`src/rtl/spi_cmd_pkg.sv`:
```
package spi_cmd_pkg;
  typedef enum logic [1:0] {
    ST_IDLE = 2'd0,
    ST_RUN  = 2'd1,
    ST_DONE = 2'd2
  } eng_state_e;

  localparam int CTL_BUSY  = 0;
  localparam int CTL_READY = 1;
  localparam int CTL_TRIG  = 2;
  localparam int CTL_EN    = 3;
  localparam int CTL_LANE  = 4;

  localparam int OFS_CTRL  = 'h000;
  localparam int OFS_TXLEN = 'h004;
  localparam int OFS_RXLEN = 'h008;
  localparam int OFS_DIV   = 'h00C;
endpackage

```
`src/rtl/spi_cmd_regs.sv`:
```
module spi_cmd_regs
  import spi_cmd_pkg::*;
#(
  parameter int BUF_BYTES = 160,
  parameter int DIV_W     = 8,
  parameter int DIV_RESET = 4,
  parameter int ADDR_W    = 9,
  localparam int LEN_W    = $clog2(BUF_BYTES + 1)
) (
  input  logic              clk,
  input  logic              rst_n,
  input  logic              wr_en,
  input  logic [ADDR_W-1:0] addr,
  input  logic [31:0]       wdata,
  input  logic              xfer_done,
  output logic [31:0]       rd_data,
  output logic              start,
  output logic              abort,
  output logic              busy,
  output logic [LEN_W-1:0]  tx_len,
  output logic [LEN_W-1:0]  rx_len,
  output logic [DIV_W-1:0]  div
);
  localparam logic [31:0] DIV_MAX = 32'((1 << DIV_W) - 1);

  function automatic logic [LEN_W-1:0] clamp_len(logic [31:0] v);
    if (v > 32'(BUF_BYTES)) return LEN_W'(BUF_BYTES);
    return v[LEN_W-1:0];
  endfunction

  function automatic logic [DIV_W-1:0] clamp_div(logic [31:0] v);
    if (v < 32'd2) return DIV_W'(2);
    if (v > DIV_MAX) return DIV_MAX[DIV_W-1:0];
    return v[DIV_W-1:0];
  endfunction

  eng_state_e st_q, st_d;
  logic en_q, trig_q, lane_q;
  logic ready;
  logic hit_ctrl, hit_tx, hit_rx, hit_div;

  assign hit_ctrl = wr_en && (addr == ADDR_W'(OFS_CTRL));
  assign hit_tx   = wr_en && (addr == ADDR_W'(OFS_TXLEN)) && !busy;
  assign hit_rx   = wr_en && (addr == ADDR_W'(OFS_RXLEN)) && !busy;
  assign hit_div  = wr_en && (addr == ADDR_W'(OFS_DIV))   && !busy;

  assign busy  = (st_q == ST_RUN);
  assign ready = (st_q != ST_IDLE);
  assign start = (st_q == ST_IDLE) && en_q && trig_q && !lane_q;
  assign abort = (st_q == ST_RUN) && !en_q;

  always_comb begin
    st_d = st_q;
    unique case (st_q)
      ST_IDLE: if (start) st_d = ST_RUN;
      ST_RUN:  if (!en_q) st_d = ST_IDLE;
               else if (xfer_done) st_d = ST_DONE;
      ST_DONE: if (!en_q || !trig_q) st_d = ST_IDLE;
      default: st_d = ST_IDLE;
    endcase
  end

  always_ff @(posedge clk or negedge rst_n) begin
    if (!rst_n) begin
      st_q   <= ST_IDLE;
      en_q   <= 1'b0;
      trig_q <= 1'b0;
      lane_q <= 1'b0;
      tx_len <= '0;
      rx_len <= '0;
      div    <= DIV_W'(DIV_RESET);
    end else begin
      st_q <= st_d;
      if (hit_ctrl) begin
        trig_q <= wdata[CTL_TRIG];
        en_q   <= wdata[CTL_EN];
        lane_q <= wdata[CTL_LANE];
      end
      if (hit_tx)  tx_len <= clamp_len(wdata);
      if (hit_rx)  rx_len <= clamp_len(wdata);
      if (hit_div) div    <= clamp_div(wdata);
    end
  end

  always_comb begin
    rd_data = '0;
    unique case (addr)
      ADDR_W'(OFS_CTRL): begin
        rd_data[CTL_BUSY]  = busy;
        rd_data[CTL_READY] = ready;
        rd_data[CTL_TRIG]  = trig_q;
        rd_data[CTL_EN]    = en_q;
        rd_data[CTL_LANE]  = lane_q;
      end
      ADDR_W'(OFS_TXLEN): rd_data = 32'(tx_len);
      ADDR_W'(OFS_RXLEN): rd_data = 32'(rx_len);
      ADDR_W'(OFS_DIV):   rd_data = 32'(div);
      default:            rd_data = '0;
    endcase
  end

  p_ready_at_busy_fall_r3: assert property (@(posedge clk) disable iff (!rst_n)
    ($fell(busy) && en_q) |-> ready);
  p_div_floor_r7: assert property (@(posedge clk) disable iff (!rst_n)
    div >= DIV_W'(2));
  p_no_restart_r8: assert property (@(posedge clk) disable iff (!rst_n)
    ($fell(busy) && en_q && trig_q) |=> !busy);
  p_start_from_idle_r3: assert property (@(posedge clk) disable iff (!rst_n)
    start |=> busy);
endmodule

```
`src/rtl/spi_cmd_buffer.sv`:
```
module spi_cmd_buffer #(
  parameter int BUF_BYTES = 160,
  parameter int WIDX_W    = 6,
  parameter int IDX_W     = 9
) (
  input  logic              clk,
  input  logic              rst_n,
  input  logic              sw_we,
  input  logic [WIDX_W-1:0] sw_word,
  input  logic [31:0]       sw_wdata,
  output logic [31:0]       sw_rdata,
  input  logic [IDX_W-1:0]  eng_addr,
  output logic [7:0]        eng_rdata,
  input  logic              rx_we,
  input  logic [IDX_W-1:0]  rx_addr,
  input  logic [7:0]        rx_data
);
  logic [8*BUF_BYTES-1:0] flat;

  for (genvar i = 0; i < BUF_BYTES; i++) begin : g_byte
    localparam int WORD = i / 4;
    localparam int LANE = i % 4;
    logic [7:0] q;
    always_ff @(posedge clk or negedge rst_n) begin
      if (!rst_n) q <= '0;
      else if (rx_we && (rx_addr == IDX_W'(i))) q <= rx_data;
      else if (sw_we && (sw_word == WIDX_W'(WORD))) q <= sw_wdata[8*LANE +: 8];
    end
    assign flat[8*i +: 8] = q;
  end

  always_comb begin
    for (int l = 0; l < 4; l++) begin
      logic [WIDX_W+1:0] idx;
      idx = {sw_word, 2'(l)};
      sw_rdata[8*l +: 8] = (int'(idx) < BUF_BYTES) ? flat[8*int'(idx) +: 8] : 8'h00;
    end
  end

  assign eng_rdata = (int'(eng_addr) < BUF_BYTES) ? flat[8*int'(eng_addr) +: 8] : 8'hFF;

  p_rx_in_range_r9: assert property (@(posedge clk) disable iff (!rst_n)
    rx_we |-> (int'(rx_addr) < BUF_BYTES));
endmodule

```
`src/rtl/spi_cmd_shifter.sv`:
```
module spi_cmd_shifter #(
  parameter int BUF_BYTES = 160,
  parameter int DIV_W     = 8,
  parameter int LEN_W     = 8,
  parameter int IDX_W     = 9
) (
  input  logic             clk,
  input  logic             rst_n,
  input  logic             start,
  input  logic             abort,
  input  logic [LEN_W-1:0] tx_len,
  input  logic [LEN_W-1:0] rx_len,
  input  logic [DIV_W-1:0] div,
  output logic [IDX_W-1:0] fetch_addr,
  input  logic [7:0]       fetch_data,
  input  logic             miso,
  output logic             sck,
  output logic             mosi,
  output logic             cs_n,
  output logic             rx_we,
  output logic [IDX_W-1:0] rx_addr,
  output logic [7:0]       rx_data,
  output logic             done
);
  function automatic logic [DIV_W-1:0] high_len(logic [DIV_W-1:0] d);
    return d >> 1;
  endfunction

  function automatic logic [DIV_W-1:0] low_len(logic [DIV_W-1:0] d);
    return d - high_len(d);
  endfunction

  logic             active;
  logic [DIV_W-1:0] div_q, cnt_q;
  logic [IDX_W-1:0] tx_q, tot_q, byte_q;
  logic [2:0]       bit_q;
  logic [7:0]       shreg, rxsh;
  logic [DIV_W-1:0] lo_m1, hi_m1;
  logic [IDX_W-1:0] total;

  logic bit_rise, bit_fall, byte_end, frame_end, in_rx;

  assign total     = IDX_W'(tx_len) + IDX_W'(rx_len);
  assign lo_m1     = low_len(div_q) - 1'b1;
  assign hi_m1     = high_len(div_q) - 1'b1;
  assign bit_rise  = active && !sck && (cnt_q == lo_m1);
  assign bit_fall  = active && sck && (cnt_q == hi_m1);
  assign byte_end  = bit_fall && (bit_q == 3'd7);
  assign frame_end = byte_end && (byte_q == tot_q - 1'b1);
  assign in_rx     = byte_q >= tx_q;
  assign fetch_addr = active ? byte_q + 1'b1 : '0;
  assign mosi      = (cs_n || in_rx) ? 1'b1 : shreg[7];

  always_ff @(posedge clk or negedge rst_n) begin
    if (!rst_n) begin
      active <= 1'b0; sck <= 1'b0; cs_n <= 1'b1; done <= 1'b0;
      div_q <= DIV_W'(2); cnt_q <= '0; tx_q <= '0; tot_q <= '0;
      byte_q <= '0; bit_q <= '0; shreg <= '0; rxsh <= '0;
      rx_we <= 1'b0; rx_addr <= '0; rx_data <= '0;
    end else begin
      done  <= 1'b0;
      rx_we <= 1'b0;
      if (abort) begin
        active <= 1'b0; sck <= 1'b0; cs_n <= 1'b1;
      end else if (start && !active) begin
        if (total == '0) begin
          done <= 1'b1;
        end else begin
          active <= 1'b1; cs_n <= 1'b0; sck <= 1'b0;
          cnt_q <= '0; bit_q <= '0; byte_q <= '0;
          div_q <= div; tx_q <= IDX_W'(tx_len); tot_q <= total;
          shreg <= fetch_data;
        end
      end else if (active) begin
        if (bit_rise) begin
          sck   <= 1'b1;
          cnt_q <= '0;
          rxsh  <= {rxsh[6:0], miso};
        end else if (bit_fall) begin
          sck   <= 1'b0;
          cnt_q <= '0;
          if (byte_end) begin
            bit_q <= '0;
            if (in_rx && (int'(byte_q) < BUF_BYTES)) begin
              rx_we   <= 1'b1;
              rx_addr <= byte_q;
              rx_data <= rxsh;
            end
            if (frame_end) begin
              active <= 1'b0; cs_n <= 1'b1; done <= 1'b1;
            end else begin
              byte_q <= byte_q + 1'b1;
              shreg  <= fetch_data;
            end
          end else begin
            bit_q <= bit_q + 1'b1;
            shreg <= {shreg[6:0], 1'b0};
          end
        end else begin
          cnt_q <= cnt_q + 1'b1;
        end
      end
    end
  end

  p_sck_idle_low_r4: assert property (@(posedge clk) disable iff (!rst_n)
    cs_n |-> !sck);
  p_mosi_stable_high_r4: assert property (@(posedge clk) disable iff (!rst_n)
    sck |-> $stable(mosi));
  p_cs_holds_in_frame_r6: assert property (@(posedge clk) disable iff (!rst_n)
    (!cs_n && !frame_end && !abort) |=> !cs_n);
endmodule

```
`src/rtl/spi_cmd_engine.sv`:
```
module spi_cmd_engine #(
  parameter int BUF_BYTES = 160,
  parameter int DIV_W     = 8,
  parameter int ADDR_W    = 9
) (
  input  logic              clk,
  input  logic              rst_n,
  input  logic              reg_wr,
  input  logic [ADDR_W-1:0] reg_addr,
  input  logic [31:0]       reg_wdata,
  output logic [31:0]       reg_rdata,
  output logic              spi_sck,
  output logic              spi_cs_n,
  output logic              spi_mosi,
  input  logic              spi_miso
);
  localparam int LEN_W  = $clog2(BUF_BYTES + 1);
  localparam int IDX_W  = $clog2(2 * BUF_BYTES + 1);
  localparam int WIDX_W = ADDR_W - 3;

  logic             buf_hit, busy, start, abort, xfer_done;
  logic [31:0]      regs_rd, buf_rd;
  logic [LEN_W-1:0] tx_len, rx_len;
  logic [DIV_W-1:0] div;
  logic [IDX_W-1:0] fetch_addr, rx_addr;
  logic [7:0]       fetch_data, rx_data;
  logic             rx_we;

  assign buf_hit   = reg_addr[ADDR_W-1];
  assign reg_rdata = buf_hit ? buf_rd : regs_rd;

  spi_cmd_regs #(
    .BUF_BYTES(BUF_BYTES), .DIV_W(DIV_W), .DIV_RESET(4), .ADDR_W(ADDR_W)
  ) u_regs (
    .clk(clk), .rst_n(rst_n), .wr_en(reg_wr && !buf_hit), .addr(reg_addr),
    .wdata(reg_wdata), .xfer_done(xfer_done), .rd_data(regs_rd),
    .start(start), .abort(abort), .busy(busy),
    .tx_len(tx_len), .rx_len(rx_len), .div(div)
  );

  spi_cmd_buffer #(
    .BUF_BYTES(BUF_BYTES), .WIDX_W(WIDX_W), .IDX_W(IDX_W)
  ) u_buf (
    .clk(clk), .rst_n(rst_n), .sw_we(reg_wr && buf_hit && !busy),
    .sw_word(reg_addr[ADDR_W-2:2]), .sw_wdata(reg_wdata), .sw_rdata(buf_rd),
    .eng_addr(fetch_addr), .eng_rdata(fetch_data),
    .rx_we(rx_we), .rx_addr(rx_addr), .rx_data(rx_data)
  );

  spi_cmd_shifter #(
    .BUF_BYTES(BUF_BYTES), .DIV_W(DIV_W), .LEN_W(LEN_W), .IDX_W(IDX_W)
  ) u_shift (
    .clk(clk), .rst_n(rst_n), .start(start), .abort(abort),
    .tx_len(tx_len), .rx_len(rx_len), .div(div),
    .fetch_addr(fetch_addr), .fetch_data(fetch_data), .miso(spi_miso),
    .sck(spi_sck), .mosi(spi_mosi), .cs_n(spi_cs_n),
    .rx_we(rx_we), .rx_addr(rx_addr), .rx_data(rx_data), .done(xfer_done)
  );

  p_cs_within_busy_r6: assert property (@(posedge clk) disable iff (!rst_n)
    !spi_cs_n |-> busy);
  p_rx_write_while_busy_r5: assert property (@(posedge clk) disable iff (!rst_n)
    rx_we |-> busy);
endmodule

```
`config.mk`:
```
export PLATFORM = sky130hd
export DESIGN_NAME = spi_cmd_engine
export DESIGN_NICKNAME = d
export VERILOG_FILES = /design/src/rtl/spi_cmd_pkg.sv /design/src/rtl/spi_cmd_regs.sv /design/src/rtl/spi_cmd_buffer.sv /design/src/rtl/spi_cmd_shifter.sv /design/src/rtl/spi_cmd_engine.sv
export SDC_FILE = /design/constraint.sdc
export NUM_CORES = 2
export LEC_CHECK = 0
export BUFFER_PORTS_ARGS = -buffer_cell sky130_fd_sc_hd__clkbuf_2
export CAP_MARGIN = 20
export CELL_PAD_IN_SITES_DETAIL_PLACEMENT = 0
export CELL_PAD_IN_SITES_GLOBAL_PLACEMENT = 1
export CORE_UTILIZATION = 53
export CTS_BUF_LIST = sky130_fd_sc_hd__clkbuf_2
export CTS_CLUSTER_DIAMETER = 100
export DETAILED_ROUTE_END_ITERATION = 16
export PLACE_DENSITY_LB_ADDON = 0.08
export REMOVE_ABC_BUFFERS = 1
export SLEW_MARGIN = 25
export SYNTH_ARGS = -nofsm -noshare
export SYNTH_HDL_FRONTEND = slang
export SYNTH_SLANG_ARGS = --single-unit
export TNS_END_PERCENT = 10
```
`constraint.sdc`:
```
create_clock -name clk -period 5.2 [get_ports clk]
set_input_delay 0.52 -clock clk [delete_from_list [all_inputs] [get_ports clk]]
set_output_delay 0.52 -clock clk [all_outputs]
set_load 0.05 [all_outputs]
```
==> reports/results.ini <==
[pwr]
total_power_mw=24.4
power_dens_cells_nw_per_um2=254
total_leakage_power_nw=35.5
worst_ir_drop_vdd_mv=0.276

[final_layout]
postLayoutCellArea_um2=96300
regArea_um2=34900
layout-drive-gt1-share_pct=19.6
fillers=14500
instances_no_fill=11500
num-nets-final=9056
areaGrowthSynthToFinish_pct=9.49
multi_input_comb_area_um2=49900

[routing]
initialDrtViolationCount=13100
totalWireLength_mm=420
drtPass1Iterations=9
wl_per_cell_um=36.6
detail_route.vias_per_cell=7.01
detailroute.via_count=80300
drc=0
ant_nets=0

[worst_setup_path]
worst-path-max-fanout=39
arrival_ps=7230
number_of_cells_traversed_by_the_worst_register_to_register_path=12
critical_path_type=register to register
worstPathRequired_ps=7050
worst_r2r_endpoint=u_shift.shreg[7]
timing.critical_path.from_type=register
reg2reg_from=u_shift.active
worst-r2r-setup-slack_ps=-180
endpoint_kind=register

[yosys]
number_of_flip_flops_and_latches_in_the_synthesized_netlist=1392
most_repeated_cell_in_the_gate_level_netlist_after_synthesis=sky130_fd_sc_hd__nand2_1
ys.warnings.count=0
synth.top_cells.by_area=sky130_fd_sc_hd__dfrtp_1 (40%), sky130_fd_sc_hd__mux2i_1 (16%), sky130_fd_sc_hd__mux4_2 (13%), sky130_fd_sc_hd__nand2_1 (6.2%), sky130_fd_sc_hd__o21ai_0 (6.1%)
syn_avg_cell_area_um2=9.85
synth_common_cells=sky130_fd_sc_hd__nand2_1 (1452), sky130_fd_sc_hd__mux2i_1 (1424), sky130_fd_sc_hd__dfrtp_1 (1389)
cell_taking_the_most_area_after_synthesis=sky130_fd_sc_hd__dfrtp_1
ys_types=86
seq_area_frac_synth_pct=39.6
synth_top_area_share_pct=39.5
synthArstFlopShare_pct=100
postSynth.topFlopCell=sky130_fd_sc_hd__dfrtp_1
mappedNetlistArea_um2=88000
syn-instance-count=8932
synth_edf_count=0

[global_routing]
first_global_vias=75600
antenna_found_initial=26
globalRouteTotalUtil_pct=49.5
grt_max_degree=143
grt_first_pass_wirelength_mm=587
grt_remaining_overflow=0

[timing]
final.hold.worst_slack_ps=228
tightestPinTransition_ps=1380
timing_max_transition_violations_final=0
layout_setup_ws_ps=-181
finClkSkew_ps=159
worst_slew_margin_rel_pct=8.00
period_needed_ps=5380
finalHoldViolations=0
grt_setup_unrepaired=yes
achievable_freq_ghz=0.186
finalSetupViolCount=1
ratio_of_final_minimum_period_to_clock_period_pct=103
finalSetupTns_ps=-181

[place]
place_area_um2=91400
io_buffers=79
place.detailed.hpwl_mm=279
gpl.final_weighted_congestion=1.05
dp_cells=10600

[worst_hold_path]
min-delay-path-class=primary input to register
timing.hold.worst.start=reg_wdata[7]
worst_hold_endpoint=u_regs.rx_len[4]
cell_depth_of_the_worst_hold_path=5

[die]
io-pin-count=80
floorplan.core_area_um2=165000
die_x_um=409
placementRows=149
effective_utilization_at_floorplan_pct=53.4
chipHeight_um=409
fp.dieArea_um2=168000

[clock_network]
clock_tree.htree_level_count=5
ctsRootBufferMaster=sky130_fd_sc_hd__clkbuf_2
clkTransAtPathRegs_ps=100
clock_sink_count=1392
tritoncts_clock_tree=built
tritoncts.num_buffers=400
clk_latency_ps=2020
cts.path.max_buffers=4

[job]
max-cap-violations=0

[run_status]
result_of_the_run=finished, violations left
violations=setup timing

-- flip-flops by register name (all words and copies together) (netlist names), 2 cells and up --
signal and cells:
u_shift.byte_q 9, u_shift.rx_addr 9, u_regs.rx_len 8, u_regs.tx_len 8, u_shift.rxsh 8, u_shift.tot_q 9, u_shift.bit_q 3, u_shift.cnt_q 8
u_shift.div_q 8, u_buf.g_byte.q 1280, u_regs.div 8, u_shift.shreg 8, u_shift.tx_q 8, u_regs.st_q 2, u_shift.rx_data 8
-- worst max path at each step --
| stage | startpoint | endpoint | cells after the start |
|---|---|---|---|
| 6_report | u_shift.active | u_shift.shreg[7] | 12 |
| 5_1_grt | u_buf.g_byte[64].q[3] | reg_rdata[3] | 8 |
| 4_1_cts | u_shift.byte_q[0] | spi_mosi | 12 |
| 3_5_place_dp | reg_addr[2] | reg_rdata[3] | 10 |
| 3_3_place_gp | u_shift.active | u_shift.shreg[7] | 12 |
| 2_1_floorplan | u_shift.byte_q[0] | u_shift.shreg[5] | 8 |
-- cells by family (layout without fill, tap and decap cells) --
| logic type | count (synthesis) | count (layout) | share of synthesized area [%] |
|---|---|---|---|
| other | 0 | 17 | 0 |
| AND/OR/NAND/NOR | 2464 | 2464 | 11.6 |
| XOR/XNOR | 43 | 43 | 0.437 |
| multiplexers | 1970 | 1970 | 29.7 |
| adder cells (fa/ha/maj) | 38 | 38 | 0.558 |
| buffers and inverters | 990 | 1316 | 4.53 |
| flip-flops | 1392 | 1392 | 39.6 |
| AO/OA/AOI/OAI | 2035 | 2035 | 13.6 |
-- metal layers --
metal | vias to the layer above | GRT usage, % | part of all wire (%)
met2 | 6350 | 68.2 | 41
met3 | 1571 | 20.6 | 15
met4 | 24 | 34.0 | 8.3
met1 | 39600 | 63.0 | 36
met5 | - | 0 | 0.037
li1 | 32800 | - | -
-- where the power goes --
group          total (mW)  switching (mW)  internal (mW)
logic                3.58            2.12           1.45
registers            12.5           0.855           11.6
clock network        8.38            5.28           3.10
-- cell type report --
type / count / area share [%]
Sequential cell: 1392 / 36.2
Clock buffer: 590 / 3.07
Inverter: 44 / 0.188
Tap cell: 2189 / 2.84
Clock inverter: 97 / 0.453
Timing Repair inverter: 2 / 0.0182
Multi-Input combinational cell: 6550 / 51.8
Timing Repair Buffer: 583 / 5.38
Antenna cell: 17 / 0.0442
-- what timing repair did --
| item | 4_1_cts | 5_1_grt |
|---|---|---|
| setup endpoints to repair | 24 | 14 |
| hold buffers | 103 | 0 |
| buffers inserted | 3 | 3 |
| hold endpoints to repair | 2700 | 0 |
| gates resized for setup | 52 | 15 |
| pin swaps | 1 | 1 |
| cloned | 3 | 0 |
-- cells in the final DEF, fill, tap and decap left out, types with 102 or more instances in the layout --
cell	count
sky130_fd_sc_hd__mux4_2	505
sky130_fd_sc_hd__a21oi_1	387
sky130_fd_sc_hd__buf_4	351
sky130_fd_sc_hd__clkbuf_2	657
sky130_fd_sc_hd__dfrtp_1	1379
sky130_fd_sc_hd__o21ai_0	1073
sky130_fd_sc_hd__mux2i_1	1399
sky130_fd_sc_hd__nand2_1	1437
sky130_fd_sc_hd__nor2_1	494
sky130_fd_sc_hd__dlygate4sd3_1	102
-- per-stage QoR --
stage	utilization, %	setup WS (ps)
6_report	58.4	-181
5_1_grt	58.4	-41.7
4_1_cts	58.3	-56.9
3_5_place_dp	55.4	268
3_3_place_gp	55.4	179
2_1_floorplan	-	-9220
-- critical path, cell delays in order (launching register included) --
cell and delay (ps):
sky130_fd_sc_hd__dfrtp_2 840, sky130_fd_sc_hd__buf_4 350, sky130_fd_sc_hd__nand2_4 230, sky130_fd_sc_hd__buf_12 300, sky130_fd_sc_hd__buf_4 220, sky130_fd_sc_hd__a211oi_1 1000
sky130_fd_sc_hd__a311oi_1 120, sky130_fd_sc_hd__a311oi_1 830, sky130_fd_sc_hd__nor3_1 270, sky130_fd_sc_hd__a2111oi_0 650, sky130_fd_sc_hd__a21oi_1 80, sky130_fd_sc_hd__nand4_1 220
sky130_fd_sc_hd__a31oi_1 110
(Power assumes the default switching activity.)
